===== config.mk =====
export PLATFORM = sky130hd
export DESIGN_NAME = wp_data_watch
export DESIGN_NICKNAME = d
export VERILOG_FILES = /design/src/rtl/wp_pkg.sv /design/src/rtl/wp_addr_cmp.sv /design/src/rtl/wp_data_cmp.sv /design/src/rtl/wp_tracker.sv /design/src/rtl/wp_event_counter.sv /design/src/rtl/wp_data_watch.sv
export SDC_FILE = /design/constraint.sdc
export NUM_CORES = 1
export LEC_CHECK = 0
export BUFFER_PORTS_ARGS = -buffer_cell sky130_fd_sc_hd__buf_2
export CORE_MARGIN = 3
export CORE_UTILIZATION = 30
export CTS_CLUSTER_SIZE = 12
export DETAILED_ROUTE_END_ITERATION = 12
export PLACE_DENSITY = 0.67
export SYNTH_ARGS = -nofsm -noshare
export SYNTH_HDL_FRONTEND = slang
export SYNTH_HIERARCHICAL = 1
export SYNTH_SLANG_ARGS = --single-unit

===== constraint.sdc =====
create_clock -name clk -period 13 [get_ports clk]
set_clock_uncertainty 0.15 [all_clocks]
set_input_delay 2.6 -clock clk [delete_from_list [all_inputs] [get_ports clk]]
set_output_delay 2.6 -clock clk [all_outputs]
set_load 0.03 [all_outputs]

===== src/rtl/wp_pkg.sv =====
// Shared encodings for the load/store data watchpoint.
// Assumes 2-bit codes on all configuration and transfer ports.
package wp_pkg;
    typedef enum logic [1:0] {
        ACC_BYTE = 2'b00,
        ACC_HALF = 2'b01,
        ACC_WORD = 2'b10,
        ACC_RSVD = 2'b11
    } acc_size_e;

    typedef enum logic [1:0] {
        CMP_EQ = 2'b00,
        CMP_NE = 2'b01,
        CMP_GT = 2'b10,
        CMP_LT = 2'b11
    } cmp_op_e;

    localparam int unsigned N_ADDR_CMP = 2;
endpackage


===== src/rtl/wp_addr_cmp.sv =====
// Single address comparator. Removes the address bits that the access size
// leaves undefined (on both sides), then applies an unsigned relation.
// Assumes reference addresses are aligned to the access size for range use.
module wp_addr_cmp
    import wp_pkg::*;
#(
    parameter int unsigned AW = 32
) (
    input  logic [AW-1:0] acc_addr,
    input  logic [1:0]    acc_size,
    input  logic [AW-1:0] ref_addr,
    input  logic [1:0]    op,
    output logic          hit
);
    logic [AW-1:0] keep;
    logic [AW-1:0] acc_m;
    logic [AW-1:0] ref_m;

    // Build the low-bit mask from the access size.
    always_comb begin
        keep = '1;
        case (acc_size_e'(acc_size))
            ACC_HALF: keep[0] = 1'b0;
            ACC_WORD, ACC_RSVD: keep[1:0] = 2'b00;
            default: ;
        endcase
    end

    assign acc_m = acc_addr & keep;
    assign ref_m = ref_addr & keep;

    // Evaluate the programmed relation on the masked addresses.
    always_comb begin
        case (cmp_op_e'(op))
            CMP_EQ:  hit = (acc_m == ref_m);
            CMP_NE:  hit = (acc_m != ref_m);
            CMP_GT:  hit = (acc_m > ref_m);
            default: hit = (acc_m < ref_m);
        endcase
    end
endmodule


===== src/rtl/wp_data_cmp.sv =====
// Byte-lane data comparator. Lanes are compared individually. The mode then
// combines enabled lanes: all of them (word), either lane pair (half-word),
// or any single lane (byte). Assumes LANES is even.
module wp_data_cmp
    import wp_pkg::*;
#(
    parameter int unsigned LANES = 4
) (
    input  logic               clk,
    input  logic               rst_n,
    input  logic [LANES*8-1:0] data,
    input  logic [LANES*8-1:0] ref_data,
    input  logic [LANES-1:0]   lane_en,
    input  logic [1:0]         mode,
    output logic               hit
);
    localparam int unsigned NPAIR = LANES / 2;

    logic [LANES-1:0] lane_eq;
    logic [LANES-1:0] lane_pass;
    logic [LANES-1:0] lane_hit;
    logic [NPAIR-1:0] pair_hit;

    // Per-lane equality and its masked forms.
    for (genvar i = 0; i < LANES; i++) begin : g_lane
        assign lane_eq[i]   = (data[8*i +: 8] == ref_data[8*i +: 8]);
        assign lane_pass[i] = lane_eq[i] | ~lane_en[i];
        assign lane_hit[i]  = lane_eq[i] & lane_en[i];
    end

    // A lane pair hits when it has an enabled lane and all enabled lanes match.
    for (genvar h = 0; h < NPAIR; h++) begin : g_pair
        assign pair_hit[h] = (|lane_en[2*h +: 2]) & (&lane_pass[2*h +: 2]);
    end

    // Combine lanes according to the match mode.
    always_comb begin
        case (acc_size_e'(mode))
            ACC_BYTE: hit = |lane_hit;
            ACC_HALF: hit = |pair_hit;
            default:  hit = &lane_pass;
        endcase
    end


    sub_word_needs_lane_chk: assert property (@(posedge clk) disable iff (!rst_n)
        (hit && (mode == 2'b00 || mode == 2'b01)) |-> (lane_en != '0));
endmodule


===== src/rtl/wp_tracker.sv =====
// Per-tag sticky hit tracking and retire-time event generation.
// A hit sets the pending bit of its tag. A retire turns the pending bit, or a
// hit in the same cycle, into one event and clears the bit. Flush clears all
// bits and silences that cycle. Assumes retire lanes in one cycle name
// distinct tags.
module wp_tracker #(
    parameter int unsigned TAGW = 3,
    parameter int unsigned NRET = 2
) (
    input  logic                 clk,
    input  logic                 rst_n,
    input  logic                 xfer_valid,
    input  logic                 xfer_hit,
    input  logic [TAGW-1:0]      xfer_tag,
    input  logic                 xfer_last,
    input  logic                 flush,
    input  logic [NRET-1:0]      ret_valid,
    input  logic [NRET*TAGW-1:0] ret_tag,
    output logic [NRET-1:0]      ev_next,
    output logic [NRET-1:0]      ev_fire
);
    localparam int unsigned NTAG = 1 << TAGW;

    logic [NTAG-1:0] pend_q, pend_d;
    logic [NTAG-1:0] open_q, open_d;
    logic [NTAG-1:0] ret_sel;

    // Decode which tags retire this cycle.
    always_comb begin
        ret_sel = '0;
        for (int k = 0; k < int'(NRET); k++) begin
            if (ret_valid[k]) ret_sel[ret_tag[k*TAGW +: TAGW]] = 1'b1;
        end
    end

    // Form this cycle's events, including a same-cycle hit of the retiring tag.
    always_comb begin
        for (int k = 0; k < int'(NRET); k++) begin
            ev_next[k] = ret_valid[k] && !flush &&
                         (pend_q[ret_tag[k*TAGW +: TAGW]] ||
                          (xfer_hit && xfer_tag == ret_tag[k*TAGW +: TAGW]));
        end
    end

    // Next pending and open state for every tag.
    for (genvar t = 0; t < NTAG; t++) begin : g_tag
        logic mine;
        assign mine = (xfer_tag == TAGW'(t));
        assign pend_d[t] = flush      ? 1'b0 :
                           ret_sel[t] ? 1'b0 :
                           (pend_q[t] | (xfer_hit & mine));
        assign open_d[t] = flush               ? 1'b0 :
                           (xfer_valid && mine) ? !xfer_last :
                           ret_sel[t]           ? 1'b0 : open_q[t];
    end

    // State and event registers.
    always_ff @(posedge clk) begin
        if (!rst_n) begin
            pend_q  <= '0;
            open_q  <= '0;
            ev_fire <= '0;
        end else begin
            pend_q  <= pend_d;
            open_q  <= open_d;
            ev_fire <= ev_next;
        end
    end

    for (genvar k = 0; k < NRET; k++) begin : g_chk

        fire_after_retire_chk: assert property (@(posedge clk) disable iff (!rst_n)
            ev_fire[k] |-> $past(ret_valid[k]));

        retire_closed_chk: assert property (@(posedge clk) disable iff (!rst_n)
            ret_valid[k] |-> (!open_q[ret_tag[k*TAGW +: TAGW]] ||
                (xfer_valid && xfer_last && xfer_tag == ret_tag[k*TAGW +: TAGW])));
    end


    flush_silences_chk: assert property (@(posedge clk) disable iff (!rst_n)
        $past(flush) |-> (ev_fire == '0));
endmodule


===== src/rtl/wp_event_counter.sv =====
// Loadable down-counter of reported events with a terminal-count pulse.
// Each cycle it subtracts the number of events, saturating at zero. A load
// wins over a decrement. The pulse marks a decrement that reaches zero.
module wp_event_counter #(
    parameter int unsigned CW   = 16,
    parameter int unsigned NRET = 2
) (
    input  logic            clk,
    input  logic            rst_n,
    input  logic [NRET-1:0] ev_next,
    input  logic            load,
    input  logic [CW-1:0]   load_val,
    output logic [CW-1:0]   count,
    output logic            tc
);
    logic [CW-1:0] n_ev;

    // Count the events of this cycle.
    always_comb begin
        n_ev = '0;
        for (int k = 0; k < int'(NRET); k++) n_ev = n_ev + CW'(ev_next[k]);
    end

    // Update the count and terminal-count pulse.
    always_ff @(posedge clk) begin
        if (!rst_n) begin
            count <= '0;
            tc    <= 1'b0;
        end else if (load) begin
            count <= load_val;
            tc    <= 1'b0;
        end else if (n_ev != '0) begin
            count <= (count <= n_ev) ? '0 : count - n_ev;
            tc    <= (count != '0) && (count <= n_ev);
        end else begin
            tc    <= 1'b0;
        end
    end


    tc_at_zero_chk: assert property (@(posedge clk) disable iff (!rst_n)
        tc |-> (count == '0 && $past(count) != '0));

    load_value_chk: assert property (@(posedge clk) disable iff (!rst_n)
        $past(load) |-> (count == $past(load_val)));

    only_down_chk: assert property (@(posedge clk) disable iff (!rst_n)
        !$past(load) |-> (count <= $past(count)));
endmodule


===== src/rtl/wp_data_watch.sv =====
// Top of the load/store data watchpoint. Two address comparators (alone or as
// a range) and a lane comparator qualify each transfer. Hits are merged per
// instruction tag and reported at retire, and every event is counted.
// Assumes configuration is stable while transfers of interest are in flight.
module wp_data_watch
    import wp_pkg::*;
#(
    parameter int unsigned AW   = 32,
    parameter int unsigned DW   = 32,
    parameter int unsigned TAGW = 3,
    parameter int unsigned NRET = 2,
    parameter int unsigned CW   = 16
) (
    input  logic                 clk,
    input  logic                 rst_n,
    input  logic [AW-1:0]        cfg_addr_a,
    input  logic [AW-1:0]        cfg_addr_b,
    input  logic [1:0]           cfg_op_a,
    input  logic [1:0]           cfg_op_b,
    input  logic                 cfg_range_en,
    input  logic [DW-1:0]        cfg_data,
    input  logic [DW/8-1:0]      cfg_lane_en,
    input  logic [1:0]           cfg_mode,
    input  logic                 cfg_cnt_load,
    input  logic [CW-1:0]        cfg_cnt_value,
    input  logic                 xfer_valid,
    input  logic [AW-1:0]        xfer_addr,
    input  logic [1:0]           xfer_size,
    input  logic [DW-1:0]        xfer_data,
    input  logic [TAGW-1:0]      xfer_tag,
    input  logic                 xfer_last,
    input  logic                 flush,
    input  logic [NRET-1:0]      ret_valid,
    input  logic [NRET*TAGW-1:0] ret_tag,
    output logic [NRET-1:0]      ev_fire,
    output logic [CW-1:0]        ev_count,
    output logic                 ev_tc
);
    localparam int unsigned LANES = DW / 8;

    logic [AW-1:0]         cmp_ref [N_ADDR_CMP];
    logic [1:0]            cmp_op  [N_ADDR_CMP];
    logic [N_ADDR_CMP-1:0] cmp_hit;
    logic                  addr_hit;
    logic                  data_hit;
    logic                  xfer_hit;
    logic [NRET-1:0]       ev_next;

    assign cmp_ref[0] = cfg_addr_a;
    assign cmp_ref[1] = cfg_addr_b;
    assign cmp_op[0]  = cfg_op_a;
    assign cmp_op[1]  = cfg_op_b;

    // One address comparator per reference.
    for (genvar c = 0; c < N_ADDR_CMP; c++) begin : g_acmp
        wp_addr_cmp #(.AW(AW)) i_acmp (
            .acc_addr (xfer_addr),
            .acc_size (xfer_size),
            .ref_addr (cmp_ref[c]),
            .op       (cmp_op[c]),
            .hit      (cmp_hit[c])
        );
    end

    // Single comparator or range of two.
    assign addr_hit = cfg_range_en ? (cmp_hit[0] & cmp_hit[1]) : cmp_hit[0];

    wp_data_cmp #(.LANES(LANES)) i_dcmp (
        .clk      (clk),
        .rst_n    (rst_n),
        .data     (xfer_data),
        .ref_data (cfg_data),
        .lane_en  (cfg_lane_en),
        .mode     (cfg_mode),
        .hit      (data_hit)
    );

    // A transfer hits when present and both comparisons agree.
    assign xfer_hit = xfer_valid & addr_hit & data_hit;

    wp_tracker #(.TAGW(TAGW), .NRET(NRET)) i_trk (
        .clk        (clk),
        .rst_n      (rst_n),
        .xfer_valid (xfer_valid),
        .xfer_hit   (xfer_hit),
        .xfer_tag   (xfer_tag),
        .xfer_last  (xfer_last),
        .flush      (flush),
        .ret_valid  (ret_valid),
        .ret_tag    (ret_tag),
        .ev_next    (ev_next),
        .ev_fire    (ev_fire)
    );

    wp_event_counter #(.CW(CW), .NRET(NRET)) i_cnt (
        .clk      (clk),
        .rst_n    (rst_n),
        .ev_next  (ev_next),
        .load     (cfg_cnt_load),
        .load_val (cfg_cnt_value),
        .count    (ev_count),
        .tc       (ev_tc)
    );


    range_needs_both_chk: assert property (@(posedge clk) disable iff (!rst_n)
        (cfg_range_en && addr_hit) |-> (cmp_hit == 2'b11));
endmodule


After elaboration in Yosys (flattened, before gate mapping)
Index checks and enable logic that the tools add are counted.

word-level totals
  bits of input ports = 206
  memory bits (writable) = 0
  bits in latches = 0
  memory bits (read-only) = 0
  memories = 0
  flip-flop bits (word level) = 27
  logic and storage cells = 142

operators by class
  multiplexer cells = 19
  $mul = 0
  divide/modulo/power cells = 0
  shift-type cells = 0
  bitwise logic cells = 39
  $add $sub $neg = 2
  order comparisons = 9
  equal/unequal tests = 25
  reductions and logical operators = 37

operators by type and width
  cell                count
  $and 32x32->32      3
  $eq 32x32->1        2
  $gt 32x32->1        2
  $lt 32x32->1        2
  $ne 32x32->1        2
  $mux 16             3
  $eq 8x8->1          4
  $reduce_bool 16->1  2
  $reduce_or 3->1     10
  $and 1x1->1         17
  $le 16x16->1        1
  $mux 8              2
  $sub 16x16->16      1
  $eq 3x3->1 const B  4
  $or 1x1->1          12
  $logic_and 1x1->1   9
  $eq 2x1->1 const B  4
  $eq 2x2->1 const B  4
  $lt 3x4->1 const B  2
  $or 8x8->8          1
  $reduce_or 2->1     4
  $mux 1              7
  $bmux 1 s3          2
  $demux 1 s3         2
  other kinds (16)    29

Logic depth before layout (Yosys ltp)
Gate-level depths: netlist (run 1).

  word-level depth = 18
  depth in mapped cells = 22
  gate-level depth less buffers = 22

Cells and area by module
Netlist (run 1), hierarchy kept.

by module, submodules not included
  module            area an instance (um^2)  instances  cells each
  wp_addr_cmp       883.3                    2          127
  wp_event_counter  1122.3                   1          140
  wp_tracker        711.9                    1          84
  wp_data_cmp       446.7                    1          61
  wp_data_watch     17.5                     1          3

Least setup slack after synthesis (run 1)
Ideal clock, no wire load.

  path type = input to register
  start = in xfer_size[1]
  end = reg i_cnt.count[12]
  path slack = 6.383 ns
  buffers on the path = 0
  setup time = 0.073 ns
  stages = 21
  arrival time = 6.394 ns
  path through = nand2b_1 > ha_1 > nor2b_1 > o211ai_1 > a2111o_1 > a31oi_1 > o21bai_1 > a21boi_1 > nand3_1 > a21oi_2 > nand4_1 > a21oi_1 > inv_1 > ha_1 > ha_1 > fa_1 > a21oi_1 > nor2_1 > a311o_2 > or2_4 > o22ai_2

between the ends
  word-level cells in the longest chain between the ends = 18

ends and longest elaborated chain
  item                                                                        line                                  RTL
  from (decl)                                                                 wp_data_watch.sv:28                   input logic [1:0] xfer_size,
  $eq 2x1->1 / $eq 2x2->1 (equally long branches)                             wp_addr_cmp.sv:22                     case (acc_size_e'(acc_size))
  $reduce_or 3->1 (no source line) / $reduce_or 2->1 (equally long branches)  n/a
  $mux 1                                                                      wp_addr_cmp.sv:22
  $and 32x32->32, on equally long branches                                    wp_addr_cmp.sv:29, wp_addr_cmp.sv:30
  $lt 32x32->1 (tied with other cells)                                        wp_addr_cmp.sv:38                     default: hit = (acc_m < ref_m);
  $pmux 1 s3 *                                                                wp_addr_cmp.sv:34                     case (cmp_op_e'(op))
  via cmp_hit[0]                                                              wp_data_watch.sv:43                   logic [N_ADDR_CMP-1:0] cmp_hit;
  $and 1x1->1                                                                 wp_data_watch.sv:66                   assign addr_hit = cfg_range_en ? (cmp_hit[0] & cmp_hit[1]) : cmp_hit[0];
  [... 3 more ...]                                                            n/a
  via xfer_hit                                                                wp_data_watch.sv:46                   logic xfer_hit;
  [... 1 more ...]                                                            n/a
  $logic_or 1x1->1 *                                                          wp_tracker.sv:40                      (pend_q[ret_tag[k*TAGW +: TAGW]] ||
  $logic_and 1x1->1 *                                                         wp_tracker.sv:39                      ev_next[k] = ret_valid[k] && !flush &&
  via ev_next[0]                                                              wp_data_watch.sv:47                   logic [NRET-1:0] ev_next;
  $add 1x1->2 *                                                               wp_event_counter.sv:21                for (int k = 0; k < int'(NRET); k++) n_ev = n_ev + CW'(ev_next[k]);
  $sub 16x16->16 / $le 16x16->1 (equally long branches)                       wp_event_counter.sv:33                count <= (count <= n_ev) ? '0 : count - n_ev;
  $mux 16                                                                     wp_event_counter.sv:33
  $mux 16                                                                     wp_event_counter.sv:32                end else if (n_ev != '0) begin
  $mux 16                                                                     wp_event_counter.sv:29                end else if (load) begin
  to (signal assigned)                                                        wp_event_counter.sv:30                count <= load_val;
  to (signal assigned)                                                        wp_event_counter.sv:33
  to (decl)                                                                   wp_event_counter.sv:13                output logic [CW-1:0] count,

The timed path passes the listed nets; every way through them passes the cells marked *. The select of a mux whose other input is x is not followed.
A chain may end at the register's enable or synchronous reset.

Final worst setup path (run 1)
  start = in xfer_size[1]
  end = reg i_cnt.count[14]

Same word-level chain as after synthesis.

==> key figures, run 1 <==
Floorplanning
  – Initial Utilization: 31.45%
  – Top-Level Pins: 225
  – Count of standard-cell rows: 41
  – Width of the chip: 122.4 um
  – Die area: 0.01498 mm2
  – Core area: 0.01293 mm2
  – Die height: 122.4 um

Clock tree
  – CTS tree: yes
  – Post-CTS sizing: 0
  – Hold bufs inserted after CTS: 0
  – # H-tree levels: 1
  – Num CTS Buffers: 3
  – Clk slew on worst S/H paths: 0.07 ns
  – Clock Tree Buf Depth: 2
  – Worst skew pair latency: 0.26 ns
  – Post-CTS setup-driven buffer insertion count: 0
  – Sinks on Clock Net: 27
  – Clock tree root driver cell: clkbuf_16

Synthesis
  – Synthesized flop and latch total: 27
  – Adder-cell share of the synthesized area: 21.42%
  – Post-synthesis cell type count: 56
  – Cell taking the most area after synthesis: ha_1
  – Synth Area in Compound Gates: 19.18%
  – Number of synthesis warnings: 6
  – Synthesized instance count: 542
  – Syn Std Cell Area: 0.004065 mm2
  – Async SR Flop Fraction: 0%
  – Sequential element share of the synthesized area: 13.30%
  – Top cell type's share of synthesized area: 20.93%
  – Synth Area in Simple Gates: 24.04%
  – Post-synth EDFFs: 0
  – Combinational family with the most area after synthesis: simple AND/OR/NAND/NOR gates
  – Syn_nets: 817
  – Synth area leaders: ha_1, dfxtp_1, xnor2_1
  – Most common flop cell mapped by yosys: dfxtp_1
  – Mux cell area share after synthesis: 3.078%
  – Avg Cell Area, Syn: 7.500 um2
  – Post-synthesis xor/xnor area fraction: 10.77%

Worst setup path
  – Critical-path cell list: buf_2 > nand2b_1 > ha_1 > nor2b_1 > o211ai_1 > a2111o_1 > a31oi_1 > o21bai_1 > a21boi_1 > nand3_1 > a21oi_2 > nand4_1 > a21oi_1 > inv_1 > ha_1 > ha_1 > fa_1 > a21oi_1 > nor2_1 > a311o_2 > or2_4 > o22ai_2
  – Crit path max-delay cell type: fa_1
  – Critical path's top delay family: compound AO/OA/AOI/OAI gates
  – WP buf/inv: 2
  – Critical Path AT: 7.08 ns
  – Setup crit start kind: primary input
  – Slowest stage delay, CP: 0.48 ns
  – Max FO, Critical Path: 7
  – CP Class: in -> reg
  – Worst r2r path cells: 12
  – Stages on worst setup path: 22
  – Crit path capture type: flip-flop
  – Most common cell on crit path: ha_1
  – Critical Path RT: 13.05 ns

Routing
  – Routed WL: 12680 um
  – Wire length per cell: 13.67 um
  – Vias per inst: 4.811
  – Routed Antenna Nets: 0
  – Vias post-DR: 4465
  – DRC: 0
  – Drt pass-1 iters: 4
  – Iter 0 DRT Violations: 193

Timing
  – Least-Margin Pin Slew: 0.5172 ns
  – Fin Setup TNS: 0 ns
  – Slew HR: 65.52%
  – Hold Vio Cnt, Final: 0
  – RSZ-0062 raised after global routing: no
  – Final Slew Violations: 0
  – # setup viols final: 0
  – Crit share post-route: 54.07%
  – F_max: 0.1423 GHz
  – Final critical-path required period: 7.029 ns

Finish
  – N_diodes: 0
  – Share of layout cells above drive strength 1: 33.20%
  – Most common cell after layout, fill and taps aside: buf_2
  – Final #Nets: 1032
  – Fill cell count: 1347
  – Non-Filler Instances: 928
  – Most frequent cells in the layout: buf_2, inv_1, ha_1
  – Area growth syn-to-layout: 32.96%

Min path
  – WHS Path Cells: 2
  – Worst Hold Class: reg -> reg

GRT
  – Vias in the first global route: 4285
  – First-pass GRT wire length: 19620 um
  – Overflow after GRT: 0
  – GRT Util Overall: 15.92%
  – Initial antenna violation count: 0
  – Largest net degree at the start of global routing: 31

Power
  – Pwr dens: 54.34 mW/mm2
  – Lkg Pwr: 0.002725 uW
  – VDD IR max: 52.20 uV

Flow run
  – Maxcap violations: 0

Placed design
  – Post-DP HPWL: 11130 um
  – Inst Count DP: 924
  – GPL Wtd Cong: 0.8868
  – Port Buffers: 223

Status
  – Status: finished, final reports clean
==> cells in the mapped netlist (all sizes together), types with 2 or more instances <==
library cell and instances:
mux2i 8, o211ai 4, nand3 13, a21oi 45, clkbuf 9, nor4 8
o32ai 2, a2111o 2, a211o 2, inv 70, and3 2, a31oi 8
nand4 22, xnor2 36, dfxtp 27, nor3 16, a21boi 2, o31ai 3
buf 4, or3 3, or4 2, mux4 2, nor2b 9, o21bai 2
o22ai 11, xor2 14, ha 68, or2 2, nand3b 2, o21a 4
o21ai 18, a211oi 2, nand4b 2, nand2 51, nand2b 16, and2 5
nor2 30, o221ai 4, a221oi 5
==> final cells by class <==
| type | instances | area [um2] | area share [%] |
|---|---|---|---|
| multi-input combinational | 432 | 3191 | 59.03 |
| inverter | 70 | 262.8 | 4.861 |
| sequential | 27 | 540.5 | 10.00 |
| clock inverter | 1 | 5.005 | 0.09259 |
| clock buffer | 3 | 75.07 | 1.389 |
| timing repair buffer | 223 | 1116 | 20.65 |
| tap | 172 | 215.2 | 3.981 |
==> sequential cells by signal, summed over array words and instances, names as in the netlist <==
register and count:
i_trk/ev_fire 2, i_trk/pend_q 8, i_cnt/tc 1, i_cnt/count 16
==> path summary, 6_finish.rpt <==
path,start,to,slack [ns]
setup reg to reg,i_trk/pend_q[6],i_cnt/count[14],9.64
setup / recovery,xfer_size[1],i_cnt/count[14],5.97
hold / removal,i_trk/pend_q[1],i_trk/pend_q[1],0.40
hold reg to reg,i_trk/pend_q[1],i_trk/pend_q[1],0.40
==> metrics by stage <==
step / power [uW] / utilization (%) / hold WS, ns / setup WS, ns / cell area (um2)
CTS: 296.3 / 41.81 / 0.4004 / 5.924 / 5405
detailed placement: 225.5 / 41.19 / 0.3931 / 5.689 / 5325
global placement: 223.6 / 41.19 / 0.3966 / 5.697 / 5325
floorplan: 170.9 / - / 0.3523 / 6.383 / 4065
finish: 293.7 / 41.81 / 0.3984 / 5.971 / 5405
global route: 318.4 / 41.81 / 0.4260 / 5.519 / 5405
==> metal layers <==
layer | GRT usage, % | share of wire [%]
met2 | 30.13 | 51
met4 | 3.569 | 1.6
met1 | 19.29 | 41
met5 | 0 | 0
met3 | 1.567 | 6.9
==> worst reg2reg max path: stages (launching register included) <==
cell	delay, ns
dfxtp_1	0.36
mux2i_1	0.09
mux4_2	0.49
a21oi_1	0.19
inv_1	0.07
ha_1	0.29
ha_1	0.21
fa_1	0.48
a21oi_1	0.16
nor2_1	0.08
a311o_2	0.39
or2_4	0.28
o22ai_2	0.08
==> power by group <==
part	internal [uW]	switching (uW)	total (uW)
clock network	41.5	28.6	70.2
logic	63.9	69.6	133
registers	85.6	4.47	90.1
==> cells by family after synthesis <==
family,Yosys count
AND/OR/NAND/NOR,185
AO/OA/AOI/OAI,118
buffers and inverters,83
adder cells (fa/ha/maj),69
XOR/XNOR,50
flip-flops,27
multiplexers,10
Note: power is estimated with default switching activity, not from simulation.
==> run 2: changes to the inputs <==
==> constraint.sdc (replaced) <==
create_clock -name clk -period 6.83 [get_ports clk]
set_clock_uncertainty 0.15 [all_clocks]
set_input_delay 1.366 -clock clk [delete_from_list [all_inputs] [get_ports clk]]
set_output_delay 1.366 -clock clk [all_outputs]
set_load 0.03 [all_outputs]
==> key figures, run 2 (synthesis gave the netlist of run 1 again) <==
Routing
  – DRC: 0 (unchanged)
  – Wire length per cell: 13.64 um (-0.22%)
  – Routed WL: 12680 um (about the same)
  – Vias per inst: 4.841 (+0.61%)
  – Routed Antenna Nets: 0 (unchanged)
  – Iter 0 DRT Violations: 203 (+5.2%)
  – Drt pass-1 iters: 4 (unchanged)
  – Vias post-DR: 4502 (+0.83%)

Clock tree
  – Hold bufs inserted after CTS: 0 (unchanged)
  – Worst skew pair latency: 0.26 ns (about the same)
  – Clk slew on worst S/H paths: 0.07 ns (about the same)
  – Sinks on Clock Net: 27 (unchanged)
  – CTS tree: yes
  – Post-CTS sizing: 0 (unchanged)
  – # H-tree levels: 1 (unchanged)
  – Clock Tree Buf Depth: 2 (unchanged)
  – Clock tree root driver cell: clkbuf_16
  – Post-CTS setup-driven buffer insertion count: 0 (unchanged)
  – Num CTS Buffers: 3 (unchanged)

Timing
  – F_max: 0.1713 GHz
  – Slew HR: 65.17% (-0.35 points)
  – Fin Setup TNS: 0 ns (unchanged)
  – Final critical-path required period: 5.836 ns
  – Least-Margin Pin Slew: 0.5225 ns (+0.005308 ns)
  – Final hold slack: 0.4046 ns (+0.006217 ns)
  – Final Slew Violations: 0 (unchanged)
  – # setup viols final: 0 (unchanged)
  – Hold Vio Cnt, Final: 0 (unchanged)
  – RSZ-0062 raised after global routing: no
  – Crit share post-route: 85.45%

Worst setup path
  – Critical Path RT: 6.88 ns (-6.17 ns)
  – Slowest stage delay, CP: 0.48 ns (about the same)
  – CP Class: in -> reg
  – Critical-path cell list: buf_2 > nand2b_1 > ha_1 > nor2b_1 > o211ai_1 > a2111o_1 > a31oi_1 > o21bai_1 > a21boi_1 > nand3_1 > a21oi_2 > nand4_1 > a21oi_1 > inv_1 > ha_1 > ha_1 > fa_1 > a21oi_1 > nor2_1 > a311o_2 > or2_4 > o22ai_2
  – Max FO, Critical Path: 7 (unchanged)
  – Critical Path AT: 5.88 ns (-1.20 ns)
  – Most common cell on crit path: ha_1
  – Crit path max-delay cell type: fa_1
  – Crit path capture type: flip-flop
  – Setup crit start kind: primary input

Placed design
  – Port Buffers: 223 (unchanged)
  – GPL Wtd Cong: 0.8846 (-0.25%)
  – Placed Area: 0.005325 mm2 (unchanged)
  – Post-DP HPWL: 11160 um (+0.29%)

Finish
  – Share of layout cells above drive strength 1: 33.20% (unchanged)
  – Reg area: 540.5 um2 (unchanged)
  – Fill cell count: 1367 (+1.5%)
  – Multi-input gate area: 0.003191 mm2 (unchanged)
  – Area growth syn-to-layout: 33.09% (about the same)
  – Top reg by flops: i_cnt/count
  – Final #Nets: 1032 (unchanged)
  – Top Registers: i_cnt/count x16, i_trk/pend_q x8, i_trk/ev_fire x2
  – Most common cell after layout, fill and taps aside: buf_2
  – Most frequent cells in the layout: buf_2, inv_1, ha_1
  – Fin area: 0.005410 mm2 (about the same)
  – Post-layout util: 41.85% (about the same)
  – Max reg flops: 16 (unchanged)

GRT
  – Largest net degree at the start of global routing: 31 (unchanged)
  – Initial antenna violation count: 2 (+2)
  – Vias in the first global route: 4252 (-0.77%)
  – Overflow after GRT: 0 (unchanged)
  – GRT Util Overall: 15.77% (-0.16 points)
  – First-pass GRT wire length: 19410 um (-1.1%)

Flow run
  – Maxcap violations: 0 (unchanged)

Status
  – Status: finished, final reports clean

Min path
  – Worst Hold Class: reg -> reg

Floorplanning
  – Count of standard-cell rows: 41 (unchanged)
  – Top-Level Pins: 225 (unchanged)
  – Initial Utilization: 31.45% (unchanged)
  – Width of the chip: 122.4 um (unchanged)
  – Die area: 0.01498 mm2 (unchanged)
  – Core area: 0.01293 mm2 (unchanged)
  – Die height: 122.4 um (unchanged)

Power
  – Lkg Pwr: 0.002725 uW (about the same)
  – Pwr dens: 103.3 mW/mm2 (+90%)
  – Power, Total: 559.1 uW (+90%)
  – VDD IR max: 116.7 uV (+120%)
[run 2: where the power goes]
part | switching, uW | leakage [uW] | internal, uW
Sequential | 8.68 | 0.000221 | 163
Combinational | 132 | 0.00246 | 122
Clock | 55.0 | 0.0000409 | 79.0
Total | 196 | 0.00273 | 364
[run 2: layer usage]
layer	routed length (um)	track usage [%]	up-vias	share of wire [%]
met5	0	0	-	0
met4	192	3.709	0	1.5
met1	5133	19.15	1964	40
met3	967	1.935	16	7.6
met2	6390	29.41	164	50
li1	-	-	2358	-
[run 2: path summary, 6_finish.rpt]
| path | startpoint | end | slack [ns] | cells past startpoint |
|---|---|---|---|---|
| worst max-delay path | xfer_size[1] | i_cnt/count[13] | 0.99 | 22 |
| worst min register to register | i_trk/pend_q[2] | i_trk/pend_q[2] | 0.40 | 2 |
| worst min-delay path | i_trk/pend_q[2] | i_trk/pend_q[2] | 0.40 | 2 |
| worst max register to register | i_trk/pend_q[1] | i_cnt/count[13] | 3.44 | 12 |
[run 2: final cells by class]
type | instances | area share [%]
Clock buffer | 3 | 1.388
Timing Repair Buffer | 223 | 20.63
Tap cell | 172 | 3.978
Antenna cell | 2 | 0.09251
Multi-Input combinational cell | 432 | 58.97
Clock inverter | 1 | 0.09251
Inverter | 70 | 4.857
Sequential cell | 27 | 9.991
[run 2: critical path: cells and delay by family]
kind / cells / cell delay (ns)
buffers and inverters: 2 / 0.19
AO/OA/AOI/OAI: 10 / 2.15
adder cells (fa/ha/maj): 4 / 1.26
AND/OR/NAND/NOR: 6 / 0.93
[run 2: stage by stage]
stage | setup WS (ns) | instances
floorplan | 1.447 | 542
global placement | 0.7756 | 924
detailed placement | 0.7247 | 924
CTS | 0.9603 | 928
global route | 0.5106 | 930
finish | 0.9938 | 930
==> run 3: changes to the inputs <==
--- a/config.mk
+++ b/config.mk
@@ -10,7 +10,8 @@
 export CORE_UTILIZATION = 30
 export CTS_CLUSTER_SIZE = 12
 export DETAILED_ROUTE_END_ITERATION = 12
-export PLACE_DENSITY = 0.67
+export MAX_ROUTING_LAYER = met4
+export PLACE_DENSITY = 0.69
 export SYNTH_ARGS = -nofsm -noshare
 export SYNTH_HDL_FRONTEND = slang
 export SYNTH_HIERARCHICAL = 1
==> constraint.sdc (replaced) <==
create_clock -name clk -period 4.97 [get_ports clk]
set_clock_uncertainty 0.15 [all_clocks]
set_input_delay 0.994 -clock clk [delete_from_list [all_inputs] [get_ports clk]]
set_output_delay 0.994 -clock clk [all_outputs]
set_load 0.03 [all_outputs]
==> key figures, run 3 (synthesis gave the netlist of run 1 again) <==
Min path
  – Worst min-delay path startpoint: i_trk/pend_q[0]
  – Worst Hold Class: reg -> reg
  – WHS Path Cells: 2 (unchanged)
  – WHS Endpoint: i_trk/pend_q[0]

Power
  – VDD IR max: 91.14 uV (-22%)
  – Power, Total: 807.3 uW (+44%)
  – Net Switching: 282.6 uW (+45%)
  – Int Power: 524.7 uW (+44%)
  – Pwr dens: 135.4 mW/mm2 (+31%)
  – Lkg Pwr: 0.002989 uW (+9.7%)
  – Seq pwr share: 29.2% (-1.5 points)
  – Comb pwr share: 48.0% (+2.7 points)
  – Net Sw Frac: 35.01% (+0.038 points)
  – Clk pwr share: 22.7% (-1.3 points)

Routing
  – Iter 0 DRT Violations: 209 (+3.0%)
  – Vias post-DR: 4745 (+5.4%)
  – Routed WL: 13750 um (+8.4%)
  – Routed Antenna Nets: 0 (unchanged)
  – DRC: 0 (unchanged)
  – Wire length per cell: 14.06 um (+3.1%)
  – Vias per inst: 4.852 (+0.22%)
  – Drt pass-1 iters: 4 (unchanged)

Worst setup path
  – Critical Path RT: 5.01 ns (-1.87 ns)
  – R2R Path End: i_cnt/count[12]
  – Setup crit start kind: primary input
  – Crit path capture type: flip-flop
  – WP buf/inv: 2 (unchanged)
  – Slowest stage delay, CP: 0.46 ns (-0.02 ns)
  – Critical path's top delay family: compound AO/OA/AOI/OAI gates
  – Most common cell on crit path: ha_4
  – Max FO, Critical Path: 6 (-1)
  – Critical-path cell list: buf_8 > nand2b_4 > ha_4 > nor2b_1 > o211ai_1 > a2111o_1 > a31oi_1 > o21bai_1 > a21boi_1 > nand3_1 > a21oi_4 > nand4_1 > a21oi_2 > inv_2 > ha_4 > ha_4 > fa_2 > a21oi_2 > nor2_2 > a311o_2 > or2_4 > o22ai_2
  – Critical Path AT: 5.19 ns (-0.69 ns)
  – CP Class: in -> reg
  – Reg2reg start: i_trk/pend_q[6]
  – R2R setup slack: 1.69 ns (-1.75 ns)
  – Crit path max-delay cell type: a2111o_1
  – Worst r2r path cells: 12 (unchanged)

Clock tree
  – # H-tree levels: 1 (unchanged)
  – Worst skew pair latency: 0.26 ns (about the same)
  – Sinks on Clock Net: 27 (unchanged)
  – Hold bufs inserted after CTS: 0 (unchanged)
  – Clock Tree Buf Depth: 2 (unchanged)
  – CTS tree: yes
  – Clock tree root driver cell: clkbuf_16
  – Num CTS Buffers: 3 (unchanged)
  – Clk slew on worst S/H paths: 0.07 ns (about the same)

Finish
  – Final #Nets: 1082 (+4.8%)
  – Max reg flops: 16 (unchanged)
  – Share of layout cells above drive strength 1: 40.82% (+7.6 points)
  – Top reg by flops: i_cnt/count
  – Area growth syn-to-layout: 46.66%
  – Most common cell after layout, fill and taps aside: buf_2
  – N_diodes: 0 (-2)
  – Top Registers: i_cnt/count x16, i_trk/pend_q x8, i_trk/ev_fire x2
  – Most frequent cells in the layout: buf_2, inv_1, ha_1
  – Post-layout util: 46.12% (+4.3 points)
  – Fill cell count: 1320 (-3.4%)
  – Non-Filler Instances: 978 (+5.2%)

Timing
  – Final Slew Violations: 0 (unchanged)
  – Crit share post-route: 103.6%
  – # setup viols final: 10 (+10)
  – Hold Vio Cnt, Final: 0 (unchanged)
  – Least-Margin Pin Slew: 0.5081 ns (-0.01437 ns)
  – Final critical-path required period: 5.149 ns
  – Slew HR: 66.13% (+0.96 points)
  – Final worst slack: -0.1788 ns (-1.173 ns)
  – RSZ-0062 raised after global routing: yes
  – F_max: 0.1942 GHz

Floorplanning
  – Initial Utilization: 31.45% (unchanged)
  – Top-Level Pins: 225 (unchanged)
  – Die area: 0.01498 mm2 (unchanged)
  – Count of standard-cell rows: 41 (unchanged)
  – Die height: 122.4 um (unchanged)
  – Core area: 0.01293 mm2 (unchanged)
  – Width of the chip: 122.4 um (unchanged)

Status
  – Status: finished with violations
  – Failing checks: negative setup slack

GRT
  – Largest net degree at the start of global routing: 31 (unchanged)
  – GRT Util Overall: 17.16% (+1.4 points)
  – Initial antenna violation count: 0 (-2)
  – First-pass GRT wire length: 20560 um (+5.9%)
  – Vias in the first global route: 4446 (+4.6%)
  – Overflow after GRT: 0 (unchanged)

Placed design
  – Post-DP HPWL: 11550 um (+3.5%)
  – Port Buffers: 223 (unchanged)
  – Inst Count DP: 952 (+3.0%)
  – Dpl ws: -0.4517 ns (-1.176 ns)
  – GPL Wtd Cong: 0.8466 (-4.3%)

Flow run
  – Maxcap violations: 0 (unchanged)
## run 3: changes by cell type in the layout (fill, tap and decap cells not counted), moves of 3 or more
cell	change
buf_4	+50
a21oi_1	-6
ha_1	-5
ha_4	+5
a21oi_2	+4
nor2_1	-3
nor2_2	+3
nor2b_1	-3
o21ai_2	+3
## run 3: how the worst max path moves through the flow
stage                 start               to  depth (start not counted)
2_1_floorplan  xfer_size[1]  i_cnt/count[12]                         21
3_3_place_gp   xfer_addr[5]  i_cnt/count[12]                         21
5_1_grt        xfer_size[1]  i_cnt/count[13]                         22
3_5_place_dp   xfer_addr[5]  i_cnt/count[13]                         21
4_1_cts        xfer_size[1]  i_cnt/count[13]                         22
6_report       xfer_size[1]  i_cnt/count[12]                         22
## run 3: what timing repair did
item | 4_1_cts | 5_1_grt
setup buffers | 19 | 7
endpoints found under the setup margin | 11 | 18
resized for setup | 13 | 23
pin swaps | 1 | 35
endpoints found under the hold margin | 0 | 0
## run 3: power groups by stage
stage / Sequential [uW] / Clock, uW / Combinational, uW
2_1_floorplan: 253 / 0 / 195
4_1_cts: 236 / 188 / 379
3_3_place_gp: 240 / 0 / 360
5_1_grt: 237 / 192 / 435
6_report: 236 / 184 / 388
3_5_place_dp: 240 / 0 / 366
## run 3: worst register-to-register path, stage by stage, from the launching register on
cell and delay [ns]:
dfxtp_1 0.36, mux2i_1 0.09, mux4_2 0.51, a21oi_2 0.20
inv_2 0.06, ha_4 0.25, ha_4 0.16, fa_2 0.37
a21oi_2 0.13, nor2_2 0.06, a311o_2 0.46, or2_4 0.30
o22ai_2 0.09
## run 3: metal layers
layer,vias to the layer above,global-route usage [%],part of all wire [%]
met5,-,-,0
met4,0,3.569,1.8
met3,16,1.336,6.2
met2,151,31.09,51
met1,2126,20.86,41
li1,2452,-,-
## run 3: layout make-up
class,instances,area [um2],area share (%)
well taps,172,215.2,3.610
multi-input cells,432,3363,56.41
clock buffers,4,78.83,1.322
repair buffers,273,1501,25.18
inverters,70,262.8,4.407
flip-flops and latches,27,540.5,9.066
## run 3: through the flow
| stage | hold WS, ns | instance area [um2] | TNS [ns] |
|---|---|---|---|
| 2_1_floorplan | 0.3523 | 4071 | 0 |
| 3_3_place_gp | 0.3709 | 5542 | -3.786 |
| 3_5_place_dp | 0.3831 | 5542 | -4.949 |
| 4_1_cts | 0.3907 | 5829 | -0.02909 |
| 5_1_grt | 0.4180 | 5962 | -4.936 |
| 6_report | 0.3862 | 5962 | -1.327 |
